===== src/rtl/tsc_pkg.sv =====
// Shared constants and types for the timestamp counter.
// Assumes an 8-bit host bus and a 32-bit count split into four bytes.
package tsc_pkg;
    localparam int CNT_W  = 32;
    localparam int NBYTE  = CNT_W / 8;
    localparam int N_EVT  = 8;
    localparam int EVT_LO = 6;              // enables held in the mode register
    localparam int EVT_HI = N_EVT - EVT_LO; // enables held in the next register
    localparam int ADDR_W = 12;

    localparam logic [ADDR_W-1:0] A_CTRL  = 12'h008;
    localparam logic [ADDR_W-1:0] A_CNT0  = 12'h009;
    localparam logic [ADDR_W-1:0] A_CMP0  = 12'h00D;
    localparam logic [ADDR_W-1:0] A_MODE  = 12'h011;
    localparam logic [ADDR_W-1:0] A_EVTHI = 12'h012;

    typedef enum logic [1:0] {
        MODE_OFF  = 2'b00,
        MODE_CAP  = 2'b01,
        MODE_CMP  = 2'b10,
        MODE_OFF2 = 2'b11
    } tsc_mode_e;
endpackage


===== src/rtl/tsc_regs.sv =====
// Host register decode for the timestamp counter: holds pause, mode and
// event enables, generates per-byte write selects and registers read data.
// Assumes single-cycle strobes; read data is valid one clock after host_rd.
module tsc_regs
    import tsc_pkg::*;
(
    input  logic              clk,
    input  logic              rst_n,
    input  logic              host_wr,
    input  logic              host_rd,
    input  logic [ADDR_W-1:0] host_addr,
    input  logic [7:0]        host_wdata,
    input  logic [7:0]        cnt_lo,
    input  logic [CNT_W-9:0]  snap,
    input  logic [CNT_W-1:0]  cmp,
    input  logic              flag,
    output logic              pause,
    output tsc_mode_e         mode,
    output logic [N_EVT-1:0]  evt_en,
    output logic [NBYTE-1:0]  cnt_wsel,
    output logic [NBYTE-1:0]  cmp_wsel,
    output logic              clr_flag,
    output logic              rd_lsb,
    output logic [7:0]        rdata
);
    logic [7:0] rd_nxt;

    // Per-byte write selects for the count and the compare/capture register.
    for (genvar b = 0; b < NBYTE; b++) begin : g_sel
        assign cnt_wsel[b] = host_wr && (host_addr == ADDR_W'(A_CNT0 + b));
        assign cmp_wsel[b] = host_wr && (host_addr == ADDR_W'(A_CMP0 + b));
    end

    assign clr_flag = host_wr && (host_addr == A_CTRL) && host_wdata[1];
    assign rd_lsb   = host_rd && (host_addr == A_CNT0);

    // Control, mode and enable registers written by the host.
    always_ff @(posedge clk) begin
        if (!rst_n) begin
            pause  <= 1'b0;
            mode   <= MODE_OFF;
            evt_en <= '0;
        end else if (host_wr) begin
            if (host_addr == A_CTRL)
                pause <= host_wdata[0];
            if (host_addr == A_MODE) begin
                mode                <= tsc_mode_e'(host_wdata[1:0]);
                evt_en[EVT_LO-1:0]  <= host_wdata[7:8-EVT_LO];
            end
            if (host_addr == A_EVTHI)
                evt_en[N_EVT-1:EVT_LO] <= host_wdata[EVT_HI-1:0];
        end
    end

    // Read multiplexer: selects the byte addressed by the host.
    always_comb begin
        rd_nxt = '0;
        if (host_addr == A_CTRL)
            rd_nxt = {6'b0, flag, pause};
        if (host_addr == A_CNT0)
            rd_nxt = cnt_lo;
        for (int b = 1; b < NBYTE; b++)
            if (host_addr == ADDR_W'(A_CNT0 + b))
                rd_nxt = snap[8*(b-1) +: 8];
        for (int b = 0; b < NBYTE; b++)
            if (host_addr == ADDR_W'(A_CMP0 + b))
                rd_nxt = cmp[8*b +: 8];
        if (host_addr == A_MODE)
            rd_nxt = {evt_en[EVT_LO-1:0], mode};
        if (host_addr == A_EVTHI)
            rd_nxt = {{(8-EVT_HI){1'b0}}, evt_en[N_EVT-1:EVT_LO]};
    end

    // Read data register, loaded on each read strobe.
    always_ff @(posedge clk) begin
        if (!rst_n)
            rdata <= '0;
        else if (host_rd)
            rdata <= rd_nxt;
    end
endmodule


===== src/rtl/tsc_counter.sv =====
// The free-running count and its read shadow. Counts on tick_en when not
// paused; accepts byte loads only while paused. The shadow takes the upper
// bytes whenever the low byte is read.
module tsc_counter
    import tsc_pkg::*;
(
    input  logic             clk,
    input  logic             rst_n,
    input  logic             tick_en,
    input  logic             pause,
    input  logic [NBYTE-1:0] wsel,
    input  logic [7:0]       wdata,
    input  logic             rd_lsb,
    output logic [CNT_W-1:0] cnt,
    output logic [CNT_W-9:0] snap
);
    logic [CNT_W-1:0] cnt_nxt;

    // Next count: byte loads when paused, increment when running.
    always_comb begin
        cnt_nxt = cnt;
        if (pause) begin
            for (int b = 0; b < NBYTE; b++)
                if (wsel[b])
                    cnt_nxt[8*b +: 8] = wdata;
        end else if (tick_en) begin
            cnt_nxt = cnt + CNT_W'(1);
        end
    end

    // Count register.
    always_ff @(posedge clk) begin
        if (!rst_n)
            cnt <= '0;
        else
            cnt <= cnt_nxt;
    end

    // Shadow of the upper bytes, frozen by a low-byte read.
    always_ff @(posedge clk) begin
        if (!rst_n)
            snap <= '0;
        else if (rd_lsb)
            snap <= cnt[CNT_W-1:8];
    end
endmodule


===== src/rtl/tsc_cmpcap.sv =====
// Compare/capture register and interrupt flag. In capture mode it loads
// the count on an enabled event and refuses host writes; in compare mode
// it sets a sticky flag on the first cycle of equality.
module tsc_cmpcap
    import tsc_pkg::*;
(
    input  logic             clk,
    input  logic             rst_n,
    input  tsc_mode_e        mode,
    input  logic [N_EVT-1:0] evt_en,
    input  logic [N_EVT-1:0] evt_strobe,
    input  logic [CNT_W-1:0] cnt,
    input  logic [NBYTE-1:0] wsel,
    input  logic [7:0]       wdata,
    input  logic             clr_flag,
    output logic [CNT_W-1:0] cmp,
    output logic             flag
);
    logic             cap_hit;
    logic             eq_now;
    logic             eq_q;
    logic [CNT_W-1:0] cmp_nxt;

    // Capture trigger and equality detection.
    always_comb begin
        cap_hit = (mode == MODE_CAP) && (|(evt_strobe & evt_en));
        eq_now  = (mode == MODE_CMP) && (cnt == cmp);
    end

    // Next register value: capture first, then host byte writes.
    always_comb begin
        cmp_nxt = cmp;
        if (cap_hit) begin
            cmp_nxt = cnt;
        end else if (mode != MODE_CAP) begin
            for (int b = 0; b < NBYTE; b++)
                if (wsel[b])
                    cmp_nxt[8*b +: 8] = wdata;
        end
    end

    // Compare/capture register and equality history.
    always_ff @(posedge clk) begin
        if (!rst_n) begin
            cmp  <= '1;
            eq_q <= 1'b0;
        end else begin
            cmp  <= cmp_nxt;
            eq_q <= eq_now;
        end
    end

    // Sticky flag: set on a new equality, cleared by the host.
    always_ff @(posedge clk) begin
        if (!rst_n)
            flag <= 1'b0;
        else if (eq_now && !eq_q)
            flag <= 1'b1;
        else if (clr_flag)
            flag <= 1'b0;
    end
endmodule


===== src/rtl/tsc_unit.sv =====
// Top of the timestamp counter: wires host decode, count and
// compare/capture together; irq follows the sticky compare flag.
module tsc_unit
    import tsc_pkg::*;
(
    input  logic              clk,
    input  logic              rst_n,
    input  logic              tick_en,
    input  logic              host_wr,
    input  logic              host_rd,
    input  logic [ADDR_W-1:0] host_addr,
    input  logic [7:0]        host_wdata,
    output logic [7:0]        host_rdata,
    input  logic [N_EVT-1:0]  evt_strobe,
    output logic              irq
);
    logic             pause_w;
    tsc_mode_e        mode_w;
    logic [N_EVT-1:0] evt_en_w;
    logic [NBYTE-1:0] cnt_wsel_w;
    logic [NBYTE-1:0] cmp_wsel_w;
    logic             clr_flag_w;
    logic             rd_lsb_w;
    logic [CNT_W-1:0] cnt_w;
    logic [CNT_W-9:0] snap_w;
    logic [CNT_W-1:0] cmp_w;
    logic             flag_w;

    tsc_regs u_regs (
        .clk        (clk),
        .rst_n      (rst_n),
        .host_wr    (host_wr),
        .host_rd    (host_rd),
        .host_addr  (host_addr),
        .host_wdata (host_wdata),
        .cnt_lo     (cnt_w[7:0]),
        .snap       (snap_w),
        .cmp        (cmp_w),
        .flag       (flag_w),
        .pause      (pause_w),
        .mode       (mode_w),
        .evt_en     (evt_en_w),
        .cnt_wsel   (cnt_wsel_w),
        .cmp_wsel   (cmp_wsel_w),
        .clr_flag   (clr_flag_w),
        .rd_lsb     (rd_lsb_w),
        .rdata      (host_rdata)
    );

    tsc_counter u_cnt (
        .clk     (clk),
        .rst_n   (rst_n),
        .tick_en (tick_en),
        .pause   (pause_w),
        .wsel    (cnt_wsel_w),
        .wdata   (host_wdata),
        .rd_lsb  (rd_lsb_w),
        .cnt     (cnt_w),
        .snap    (snap_w)
    );

    tsc_cmpcap u_cc (
        .clk        (clk),
        .rst_n      (rst_n),
        .mode       (mode_w),
        .evt_en     (evt_en_w),
        .evt_strobe (evt_strobe),
        .cnt        (cnt_w),
        .wsel       (cmp_wsel_w),
        .wdata      (host_wdata),
        .clr_flag   (clr_flag_w),
        .cmp        (cmp_w),
        .flag       (flag_w)
    );

    assign irq = flag_w;
endmodule


===== config.mk =====
export PLATFORM = sky130hd
export DESIGN_NAME = tsc_unit
export DESIGN_NICKNAME = d
export VERILOG_FILES = /design/src/rtl/tsc_pkg.sv /design/src/rtl/tsc_regs.sv /design/src/rtl/tsc_counter.sv /design/src/rtl/tsc_cmpcap.sv /design/src/rtl/tsc_unit.sv
export SDC_FILE = /design/constraint.sdc
export NUM_CORES = 1
export LEC_CHECK = 0
export ABC_AREA = 1
export BUFFER_PORTS_ARGS = -buffer_cell sky130_fd_sc_hd__buf_2
export CORE_ASPECT_RATIO = 2
export CORE_MARGIN = 5
export CORE_UTILIZATION = 65
export CTS_CLUSTER_SIZE = 24
export DETAILED_ROUTE_END_ITERATION = 7
export PLACE_DENSITY_LB_ADDON = 0.12
export SLEW_MARGIN = 10
export SYNTH_ARGS = -nofsm -noshare
export SYNTH_HDL_FRONTEND = slang
export SYNTH_HIERARCHICAL = 1
export SYNTH_SLANG_ARGS = --single-unit

===== constraint.sdc =====
create_clock -name clk -period 3.23 [get_ports clk]
set_input_delay 0.323 -clock clk [delete_from_list [all_inputs] [get_ports clk]]
set_output_delay 0.323 -clock clk [all_outputs]
set_load 0.02 [all_outputs]

== Word level (Yosys, flattened, before mapping) ==
Index checks and enable logic that the tools add are counted.

* Equal/unequal tests: 19
* Add/sub/neg operators: 1
* Multiplexer cells: 25
* Bitwise operators: 1
* Reductions and logical operators: 34

{| class="wikitable"
|+ Operators with widths
! operator !! count
|-
| 8-bit 2-to-1 mux || 18
|-
| 32-bit 2-to-1 mux || 4
|-
| 12-bit by 4-bit equality test with 1-bit output (second input constant) || 8
|-
| 12-bit by 5-bit equality test with 1-bit output (second input constant) || 3
|-
| 32-bit by 1-bit adder with 32-bit output (second input constant) || 1
|-
| 32-bit equality test || 1
|-
| 2-bit AND reduction || 11
|-
| 1-bit logical AND || 14
|-
| 2-bit nonzero test || 7
|-
| 8-bit AND || 1
|-
| 2-bit inequality test (second input constant) || 4
|-
| 8-bit OR reduction || 1
|-
| 2-bit by 1-bit equality test with 1-bit output (second input constant) || 1
|-
| 2-bit equality test (second input constant) || 1
|-
| 1-bit 2-to-1 mux || 2
|-
| 2-bit 2-to-1 mux || 1
|-
| 2-bit by 1-bit inequality test with 1-bit output (second input constant) || 1
|-
| 1-bit logical NOT || 1
|}

* Register bits: 109
* Output and inout bits: 9

== Depth between registers and ports, before layout ==
Gate-level depths: netlist of run 1.

* Depth after elaboration: 12
* Mapped depth: 14
* Mapped depth without buffers: 14

== Modules after synthesis ==
The synthesis of run 1 kept the hierarchy.

{| class="wikitable"
|+ By module, submodules not included
! module !! cells an instance !! area an instance (µm²) !! times used
|-
| tsc_counter || 480 || 3080.5 || 1
|-
| tsc_cmpcap || 366 || 2388.5 || 1
|-
| tsc_regs || 274 || 1614.0 || 1
|}

== Worst setup path before layout of run 1 ==
No wires, ideal clock.

* Path kind: in2reg
* From: in host_addr[11]
* To: reg u_cc.cmp[31]
* Setup slack: 1.424 ns
* Setup time: 0.122 ns
* Stages on the path: 9
* Required time: 3.108 ns
* Arrival: 1.684 ns
* Path buffers: 1
* Cell sequence: nor2_1 -> nand2_2 -> inv_2 -> nand2_2 -> nor4_1 -> nand2_8 -> buf_6 -> nand3_1 -> nand3b_1

* Word-level cells in the longest chain between the ends: 4

{| class="wikitable"
|+ RTL lines
! what !! line !! text
|-
| start, declared || tsc_unit.sv:11 || <nowiki>input logic [ADDR_W-1:0] host_addr,</nowiki>
|-
| 12-bit by 5-bit equality test with 1-bit output || tsc_regs.sv:31 || <nowiki>assign cmp_wsel[b] = host_wr && (host_addr == ADDR_W'(A_CMP0 + b));</nowiki>
|-
| 1-bit logical AND || tsc_regs.sv:31 ||
|-
| net cmp_wsel_w[3] || tsc_unit.sv:21 || <nowiki>logic [NBYTE-1:0] cmp_wsel_w;</nowiki>
|-
| 2-bit nonzero test (no line) || - ||
|-
| 2-bit AND reduction (no line) || - ||
|-
| end signal, assigned || tsc_cmpcap.sv:48 || <nowiki>cmp <= cmp_nxt;</nowiki>
|-
| end, declared || tsc_cmpcap.sv:16 || <nowiki>output logic [CNT_W-1:0] cmp,</nowiki>
|}

The timed path passes the listed nets, and every way through them passes these cells.
A chain may end at the register's enable or synchronous reset.

== Worst setup path after layout of run 1 ==
* From: in host_addr[7]
* To: reg u_cnt.cnt[24]

* Word-level cells in the longest chain between the ends: 4

{| class="wikitable"
|+ RTL lines
! what !! line !! text
|-
| 12-bit by 4-bit equality test with 1-bit output || tsc_regs.sv:30 || <nowiki>assign cnt_wsel[b] = host_wr && (host_addr == ADDR_W'(A_CNT0 + b));</nowiki>
|-
| 1-bit logical AND || tsc_regs.sv:30 ||
|-
| net cnt_wsel_w[3] || tsc_unit.sv:20 || <nowiki>logic [NBYTE-1:0] cnt_wsel_w;</nowiki>
|-
| 2-bit inequality test (no line) || - ||
|-
| 2-bit AND reduction (no line) || - ||
|-
| end signal, assigned || tsc_counter.sv:36 || <nowiki>cnt <= cnt_nxt;</nowiki>
|-
| end, declared || tsc_counter.sv:14 || <nowiki>output logic [CNT_W-1:0] cnt,</nowiki>
|}

The timed path passes the listed nets, and every way through them passes these cells.

==> results.toml, run 1 <==
[floorplanning]
io_pins = 42
rows = 54
coreArea_um2 = 10800
die_y_um = 158
dieWidth_um = 83.8
die_area_um2 = 13200
start_util_pct = 65.5

[route]
dr.pass1.iters = 8
initialDrtViolationCount = 1053
vias = 7811
vias_per_cell = 6.06
antenna_left = 0
wirelength_um = 25400
wire_per_inst_um = 19.7
post-route-drc-count = 0

[placement]
dp_hpwl_um = 18900
io_buffers = 41
gp_congestion = 1.06
dpl_cell_area_um2 = 7310

[sta]
tns_ns = 0
fmax_mhz = 451
rsz0062_at_grt = "no"
slew_violations = 0
fin_crit_sh_pct = 68.7
setup_violations = 0
max-slew-margin-rel_pct = 47.9
finalCriticalPeriod_ns = 2.22
fin_skew_ns = 0.0112
worst_pin_slew_ns = 0.774
hold_violations = 0

[cells_and_area]
areaGrowthSynthToFinish_pct = 7.60
fillCellCount = 1011
final-seq-area_um2 = 2180
antennaDiodeCount = 0
nets = 1178
fin_area_um2 = 7620
multi_input_area_um2 = 4090
drive_gt1_share_pct = 11.6

[global_route]
antenna_found_initial = 0
grt_util_all_layers_pct = 38.4
grt_pass1_wl_um = 39100
grt_max_degree = 81
grt-ovfl-total = 0
grt_pass1_vias = 7515

[clock_tree]
insertion_delay_ns = 0.36
tritoncts = "done"
cts_root_buf = "clkbuf_16"
cts-resized-gates = 0
cts_inserted_buffers = 9
tritoncts_num_sinks = 109
post_cts_buffers = 0
htree_levels = 3
clk_path_buf_depth = 2
hold_buffers = 0
clkSlewWorstSetupHoldPaths_ns = 0.07

[worst_setup_path]
cp_data_arrival_time_ns = 2.46
crit_type = "in -> reg"
worstPathRequired_ns = 3.47
setup.worst_path.start_class = "input pin"
cp-end-kind = "flip-flop"
path_max_fanout = 17

[yosys]
synth_area_um2 = 7080
ys_seq_area_share_pct = 30.8
ys_warn_count = 6
synth_edf_count = 0
synth_fp_nets = 1154
ys_seq_elements = 109
ys_types = 42
synth_async_sr_flop_share_pct = 0
syn_avg_cell_area_um2 = 6.32
yosys_most_used_dff = "dfxtp_1"
syn-instance-count = 1120

[pwr]
leakagePower_uw = 0.00353
power_density_nw_per_um2 = 373
max-vdd-ir-drop_uv = 307

[worst_hold_path]
hold_class = "in -> reg"

[outcome]
status = "complete, no violations"

[job]
max_cap_violations = 0
==> routing by layer <==
metal | share of wire, % | global-route usage, %
met5 | 0 | 0
met4 | 10 | 34.2
met3 | 8.2 | 6.93
met2 | 49 | 67.0
met1 | 33 | 38.8
==> cells in the mapped netlist, types with 8 or more instances <==
master / number / area, um^2
o21ai_0: 64 / 320
nand4_1: 24 / 150
inv_1: 137 / 514
inv_2: 11 / 41.3
nand2_1: 258 / 968
nor2_4: 11 / 124
nand3_1: 128 / 641
clkbuf_1: 14 / 52.6
buf_2: 13 / 65.1
o21ai_1: 29 / 145
nor2_2: 9 / 56.3
nor2_1: 117 / 439
nand2_2: 13 / 81.3
a211oi_1: 8 / 60.1
a21oi_1: 69 / 345
nand3b_1: 34 / 255
xnor2_1: 8 / 70.1
dfxtp_1: 109 / 2180
buf_6: 8 / 90.1
==> per-stage QoR <==
stage | setup slack, ns | util [%] | hold WS (ns) | std cells | total power (uW)
finish | 1.01 | 70.5 | 0.289 | 1289 | 2840
detailed placement | 0.743 | 67.6 | 0.460 | 1273 | 1680
global placement | 0.780 | 67.6 | 0.451 | 1273 | 1680
floorplan | 1.42 | - | 0.433 | 1120 | 1580
CTS | 1.11 | 70.5 | 0.279 | 1289 | 2830
global route | 0.860 | 70.5 | 0.294 | 1289 | 2940
==> registers in the layout, summed over array words and instances (netlist names) <==
register and cells:
u_cnt/cnt 32, u_cc/eq_q 1, u_regs/pause 1, u_regs/evt_en 8
u_regs/rdata 8, u_cc/cmp 32, u_cnt/snap 24, u_cc/flag 1
u_regs/mode 2
==> worst max-delay path, stage by stage <==
cell     delay, ns
buf_2         0.10
nor2_1        0.13
nand2_1       0.14
nor2_2        0.53
nand2_1       0.23
nor3_1        0.25
nand2_1       0.09
nand2_1       0.23
inv_1         0.21
nor2_1        0.16
a21oi_2       0.07
==> cells by family (layout without fill, tap and decap cells) <==
group                      Yosys count  in the layout  share of synthesized area, %
xor gates and xnor gates            12             12                          1.48
buffers and inverters              190            219                          11.4
and+or+nand+nor                    622            622                          42.0
DFF                                109            109                          30.8
AOI/OAI and AO/OA                  186            186                          14.0
adders and majority gates            1              1                         0.177
==> area by class of cell <==
| class | count | share of cell area, % |
|---|---|---|
| clock buffer | 9 | 2.96 |
| clock inverter | 7 | 1.12 |
| inverter | 152 | 7.62 |
| multi-input combinational | 821 | 53.7 |
| sequential | 109 | 28.6 |
| tap | 140 | 2.30 |
| timing repair buffer | 51 | 3.68 |
==> report_power, final <==
part | internal [uW] | total, uW | leakage (uW) | switching, uW
Clock | 621 | 1180 | 0.000153 | 558
Combinational | 77.8 | 232 | 0.00249 | 154
Sequential | 1360 | 1430 | 0.000885 | 69.9
==> cells in the final DEF, fill, tap and decap left out, types with 2 or more instances in the layout <==
cell type	n
inv_8	2
or2_0	2
nand2_8	3
nand2_4	4
o211ai_1	5
nand2_2	13
a31oi_1	5
nor3_1	7
buf_4	10
inv_2	11
a21oi_1	69
nor2_2	10
inv_6	4
dfxtp_1	109
nor2_1	116
nand2_1	258
nor4_1	2
nand3_1	128
clkinv_1	2
nand4_1	24
a211oi_2	2
o21ai_1	29
clkbuf_16	9
o22ai_1	2
o21ai_0	64
buf_2	41
nor2_4	11
nand3b_1	34
xor2_1	4
or2_2	4
xnor2_1	8
nor3_2	2
inv_1	137
a211oi_1	8
==> path summary, 6_finish.rpt <==
kind	from	end	slack, ns	depth (start not counted)
setup / recovery	host_addr[7]	u_cnt/cnt[24]$_SDFFE_PN0P_	1.01	11
hold / removal	host_wdata[6]	u_regs/evt_en[4]$_SDFFE_PN0P_	0.29	3
setup reg to reg	u_cnt/cnt[1]$_SDFFE_PN0P_	u_cnt/cnt[18]$_SDFFE_PN0P_	1.14	10
hold reg to reg	u_regs/rdata[4]$_SDFFE_PN0P_	u_regs/rdata[4]$_SDFFE_PN0P_	0.47	2
(Power assumes the default switching activity.)
==> run 2, diff against run 1 <==
Settings changed: CORE_UTILIZATION 65 to 62.
Clock period 3.23 ns to 2.1 ns, I/O delays scaled along.
==> results.toml, run 2 (same netlist as run 1, synthesis figures left out) <==
[global_route]
grt_util_all_layers_pct = 37.0
grt_pass1_wl_um = 39100
antenna_found_initial = 0
grt-ovfl-total = 0
grt_max_degree = 92
grt_pass1_vias = 7313

[cells_and_area]
areaGrowthSynthToFinish_pct = 10.0
final_common_cell = "nand2_1"
antennaDiodeCount = 0
drive_gt1_share_pct = 13.2
nets = 1199
fin_util_pct = 69.1
final_cell_mix = "nand2_1, inv_1, nand3_1"
top_regs = "u_cc/cmp: 32 flops, u_cnt/cnt: 32 flops, u_cnt/snap: 24 flops"

[floorplanning]
start_util_pct = 62.8
die_area_um2 = 13800
dieWidth_um = 85.6
coreArea_um2 = 11300
die_y_um = 161
rows = 55
io_pins = 42

[worst_setup_path]
setup.worst_path.start_class = "flip-flop"
worstPathRequired_ns = 2.36
critical-path-top-delay-family = "simple AND/OR/NAND/NOR gates"
cp_data_arrival_time_ns = 2.03
rr_startpoint = "u_cnt/cnt[2]$_SDFFE_PN0P_"
rr_endpoint = "u_cnt/cnt[18]$_SDFFE_PN0P_"
crit_buf_inv = 0
cpMostUsedCell = "nand2_1"
crit_type = "reg -> reg"
r2r_cells = 9
path_cells = "nand2_2 > nor2_4 > nand2_4 > nor2_4 > nand4_1 > nand2_1 > nand2_1 > nand2_1 > nor2_1"
critical-path-max-stage-delay_ns = 0.66
cpMaxStageDelayCell = "dfxtp_1"
r2r_slack_ns = 0.32
path_max_fanout = 10
cp-end-kind = "flip-flop"

[pwr]
share_comb_of_total_power_pct = 8.9
max-vdd-ir-drop_uv = 502
p_seq_share_pct = 49.7
power_density_nw_per_um2 = 564
p_sw_uw = 1200
internal-power_uw = 3190
swShare_pct = 27.4
leakagePower_uw = 0.00365
pwr-share-clk_pct = 41.4
total_power_uw = 4400

[clock_tree]
clk_path_buf_depth = 2
htree_levels = 3
cts-resized-gates = 0
clkSlewWorstSetupHoldPaths_ns = 0.08
insertion_delay_ns = 0.36
tritoncts = "done"
tritoncts_num_sinks = 109
hold_buffers = 0
cts_root_buf = "clkbuf_16"
post_cts_buffers = 0
cts_inserted_buffers = 9

[worst_hold_path]
hold_class = "in -> reg"
min_path_cells = 3
min_to = "u_regs/evt_en[1]$_SDFFE_PN0P_"
hp-start = "host_wdata[3]"

[placement]
gp_congestion = 1.07
io_buffers = 41
dpl_worst_slack_ns = 0.137
dp_hpwl_um = 19400

[sta]
fmax_mhz = 563
fin_ws_ns = 0.323
holdWs_ns = 0.192
finalCriticalPeriod_ns = 1.78
fin_skew_ns = 0.0112
fin_crit_sh_pct = 84.6
tns_ns = 0
max-slew-margin-rel_pct = 63.7
slew_violations = 0
rsz0062_at_grt = "no"
hold_violations = 0
setup_violations = 0
worst_pin_slew_ns = 0.542

[route]
wirelength_um = 25600
dr.pass1.iters = 6
vias = 7880
vias_per_cell = 6.01
wire_per_inst_um = 19.5
initialDrtViolationCount = 993
antenna_left = 0
post-route-drc-count = 0

[outcome]
status = "complete, no violations"

[job]
max_cap_violations = 0
[run 2: per-stage QoR]
stage               instance area, um^2  instances
detailed placement                 7480       1296
floorplan                          7080       1120
global route                       7790       1312
finish                             7790       1312
CTS                                7790       1312
global placement                   7480       1296
[run 2: area by class of cell]
type                            instances  area, um^2
Fill cell                            1108        3490
Tap cell                              142         178
Clock buffer                            9         225
Inverter                              152         581
Sequential cell                       109        2180
Multi-Input combinational cell        821        4090
Clock inverter                          7        85.1
Timing Repair Buffer                   72         450
[run 2: power by group through the flow]
| stage | Sequential, uW | Combinational, uW | Clock, uW |
|---|---|---|---|
| after global routing | 2190 | 430 | 1920 |
| after CTS | 2180 | 381 | 1830 |
| after detailed placement | 2230 | 379 | 0 |
| after global placement | 2230 | 373 | 0 |
| after floorplan | 2200 | 226 | 0 |
| final | 2190 | 390 | 1820 |
[run 2: worst min-delay path, cell delays in order]
cell and delay, ns:
buf_2 0.13, nor2_1 0.10, a211oi_1 0.05
[run 2: worst max-delay path by stage]
stage                               startpoint                          to  slack, ns  cells after the start
floorplan                        host_addr[11]   u_cc/cmp[31]$_SDFFE_PN1P_       0.41                      9
global placement                  host_addr[7]  u_cnt/cnt[22]$_SDFFE_PN0P_       0.16                     11
detailed placement                host_addr[7]  u_cnt/cnt[23]$_SDFFE_PN0P_       0.14                     11
CTS                  u_cnt/cnt[2]$_SDFFE_PN0P_  u_cnt/cnt[18]$_SDFFE_PN0P_       0.38                      9
global route        u_cnt/cnt[14]$_SDFFE_PN0P_  u_cnt/cnt[30]$_SDFFE_PN0P_       0.19                      8
finish               u_cnt/cnt[2]$_SDFFE_PN0P_  u_cnt/cnt[18]$_SDFFE_PN0P_       0.32                      9
[run 2: routing by layer]
metal  global-route usage (%)  share of wire (%)  vias up
met4                     30.0                9.9        0
met3                     5.00                7.0      153
li1                         -                  -     3737
met1                     39.4                 34     3539
met2                     63.2                 49      451
met5                        0                  0        -
==> run 3, diff against run 2 <==
Clock period 2.1 ns to 1.7 ns, I/O delays scaled along.
==> results.toml, run 3 (same netlist as run 1, synthesis figures left out) <==
[worst_setup_path]
r2r_cells = 8
rr_startpoint = "u_cnt/cnt[20]$_SDFFE_PN0P_"
startpoint = "u_cnt/cnt[20]$_SDFFE_PN0P_"
r2r_slack_ns = 0.08
worstPathRequired_ns = 1.99
path_max_fanout = 9
cp-end-kind = "flip-flop"
rr_endpoint = "u_cc/flag$_SDFFE_PN0P_"
cp_data_arrival_time_ns = 1.91
crit_type = "reg -> reg"
setup.worst_path.start_class = "flip-flop"

[route]
wire_per_inst_um = 20.0
initialDrtViolationCount = 813
met2_length_um = 13500
antenna_left = 0
wirelength_um = 27200
vias_per_cell = 6.03
vias = 8184
route.met3.wl_um = 1830
drt-met1-wl_um = 8980
dr.pass1.iters = 5
post-route-drc-count = 0
top_layer_used = "met4"

[worst_hold_path]
hp-start = "host_wdata[4]"
hold_class = "in -> reg"
min_to = "u_regs/evt_en[2]$_SDFFE_PN0P_"
min_path_cells = 3

[clock_tree]
htree_levels = 3
cts_root_buf = "clkbuf_16"
tritoncts = "done"
insertion_delay_ns = 0.35
tritoncts_num_sinks = 109
clkSlewWorstSetupHoldPaths_ns = 0.08
cts_inserted_buffers = 9
clk_path_buf_depth = 2

[pwr]
share_comb_of_total_power_pct = 10.8
leakagePower_uw = 0.00387
power_density_nw_per_um2 = 648
p_seq_share_pct = 50.6
pwr-share-clk_pct = 38.6
swShare_pct = 27.2
internal-power_uw = 3870
max-vdd-ir-drop_uv = 527
p_sw_uw = 1450

[cells_and_area]
antennaDiodeCount = 0
final_common_cell = "nand2_1"
areaGrowthSynthToFinish_pct = 15.7
top_regs = "u_cc/cmp: 32 flops, u_cnt/cnt: 32 flops, u_cnt/snap: 24 flops"
final_cell_mix = "nand2_1, inv_1, nand3_1"
fin_util_pct = 72.6
nets = 1245
drive_gt1_share_pct = 18.1

[global_route]
grt_util_all_layers_pct = 39.9
antenna_found_initial = 0
grt_pass1_wl_um = 42400
grt-ovfl-total = 0
grt_max_degree = 91
grt_pass1_vias = 8168

[floorplanning]
coreArea_um2 = 11300
start_util_pct = 62.8
die_y_um = 161
io_pins = 42
rows = 55
die_area_um2 = 13800
dieWidth_um = 85.6

[sta]
slew_violations = 0
fin_ws_ns = 0.0847
fin_crit_sh_pct = 95.0
max-slew-margin-rel_pct = 63.7
rsz0062_at_grt = "no"
finalCriticalPeriod_ns = 1.62
fin_skew_ns = 0.00808
hold_violations = 0
fmax_mhz = 619
worst_pin_slew_ns = 0.541
setup_violations = 0

[placement]
dpl_worst_slack_ns = -0.0487
io_buffers = 41
dp_hpwl_um = 20800
gp_congestion = 1.01

[job]
max_cap_violations = 0

[outcome]
status = "complete, no violations"
run 3: changes by cell type in the layout (fill, tap and decap cells not counted), moves of 2 or more:
cell and change:
inv_6 -4, dfxtp_2 +18, clkinv_4 +2, buf_4 +42, buf_12 +4, dfxtp_1 -18
run 3: worst max-delay path, stage by stage, from the launching register on:
cell and delay [ns]:
dfxtp_1 0.58, nand2_1 0.10, nand2_1 0.10, nand2_1 0.06, nor2_1 0.10, nand2_1 0.06, nor2_1 0.18, nand4_1 0.25
nand2_1 0.13
run 3: final cells by class:
type,instances,area (um^2)
fillers,1038,3090
inverters,152,581
multi-input cells,821,4100
flip-flops and latches,109,2200
clock inverters,5,45.0
repair buffers,118,846
clock buffers,10,239
well taps,142,178
run 3: metrics by stage:
stage                     cells  setup TNS [ns]  area, um^2  power, uW  hold slack, ns
after floorplan            1120               0        7080       3000           0.308
after global placement     1341          -0.247        7870       3280           0.449
after detailed placement   1341          -0.211        7870       3290           0.460
after CTS                  1356               0        8160       5310           0.141
after global routing       1357               0        8190       5510           0.150
final                      1357               0        8190       5310           0.148
run 3: worst max-delay path by stage:
stage | to
after floorplan | u_cc/cmp[31]$_SDFFE_PN1P_
after global placement | u_cnt/cnt[19]$_SDFFE_PN0P_
after detailed placement | u_cnt/cnt[20]$_SDFFE_PN0P_
after CTS | u_cnt/cnt[15]$_SDFFE_PN0P_
after global routing | u_cnt/cnt[24]$_SDFFE_PN0P_
final | u_cc/flag$_SDFFE_PN0P_
run 3: layer usage:
layer	global-route usage (%)	vias up
met2	69.5	449
met4	34.6	0
met5	0	-
met3	5.41	176
met1	40.6	3731
li1	-	3828
run 3: power by group through the flow:
stage	combinational [uW]	sequential, uW	clock (uW)
2_1_floorplan	280	2720	0
3_3_place_gp	546	2740	0
3_5_place_dp	555	2740	0
4_1_cts	558	2680	2070
5_1_grt	625	2690	2190
6_report	574	2690	2050
run 3: timing repair:
action / CTS / global route
buffers inserted: 0 / 1
setup endpoints to repair: 0 / 21
hold buffers: 0 / 0
gates resized for setup: 0 / 21
hold endpoints to repair: 0 / 0
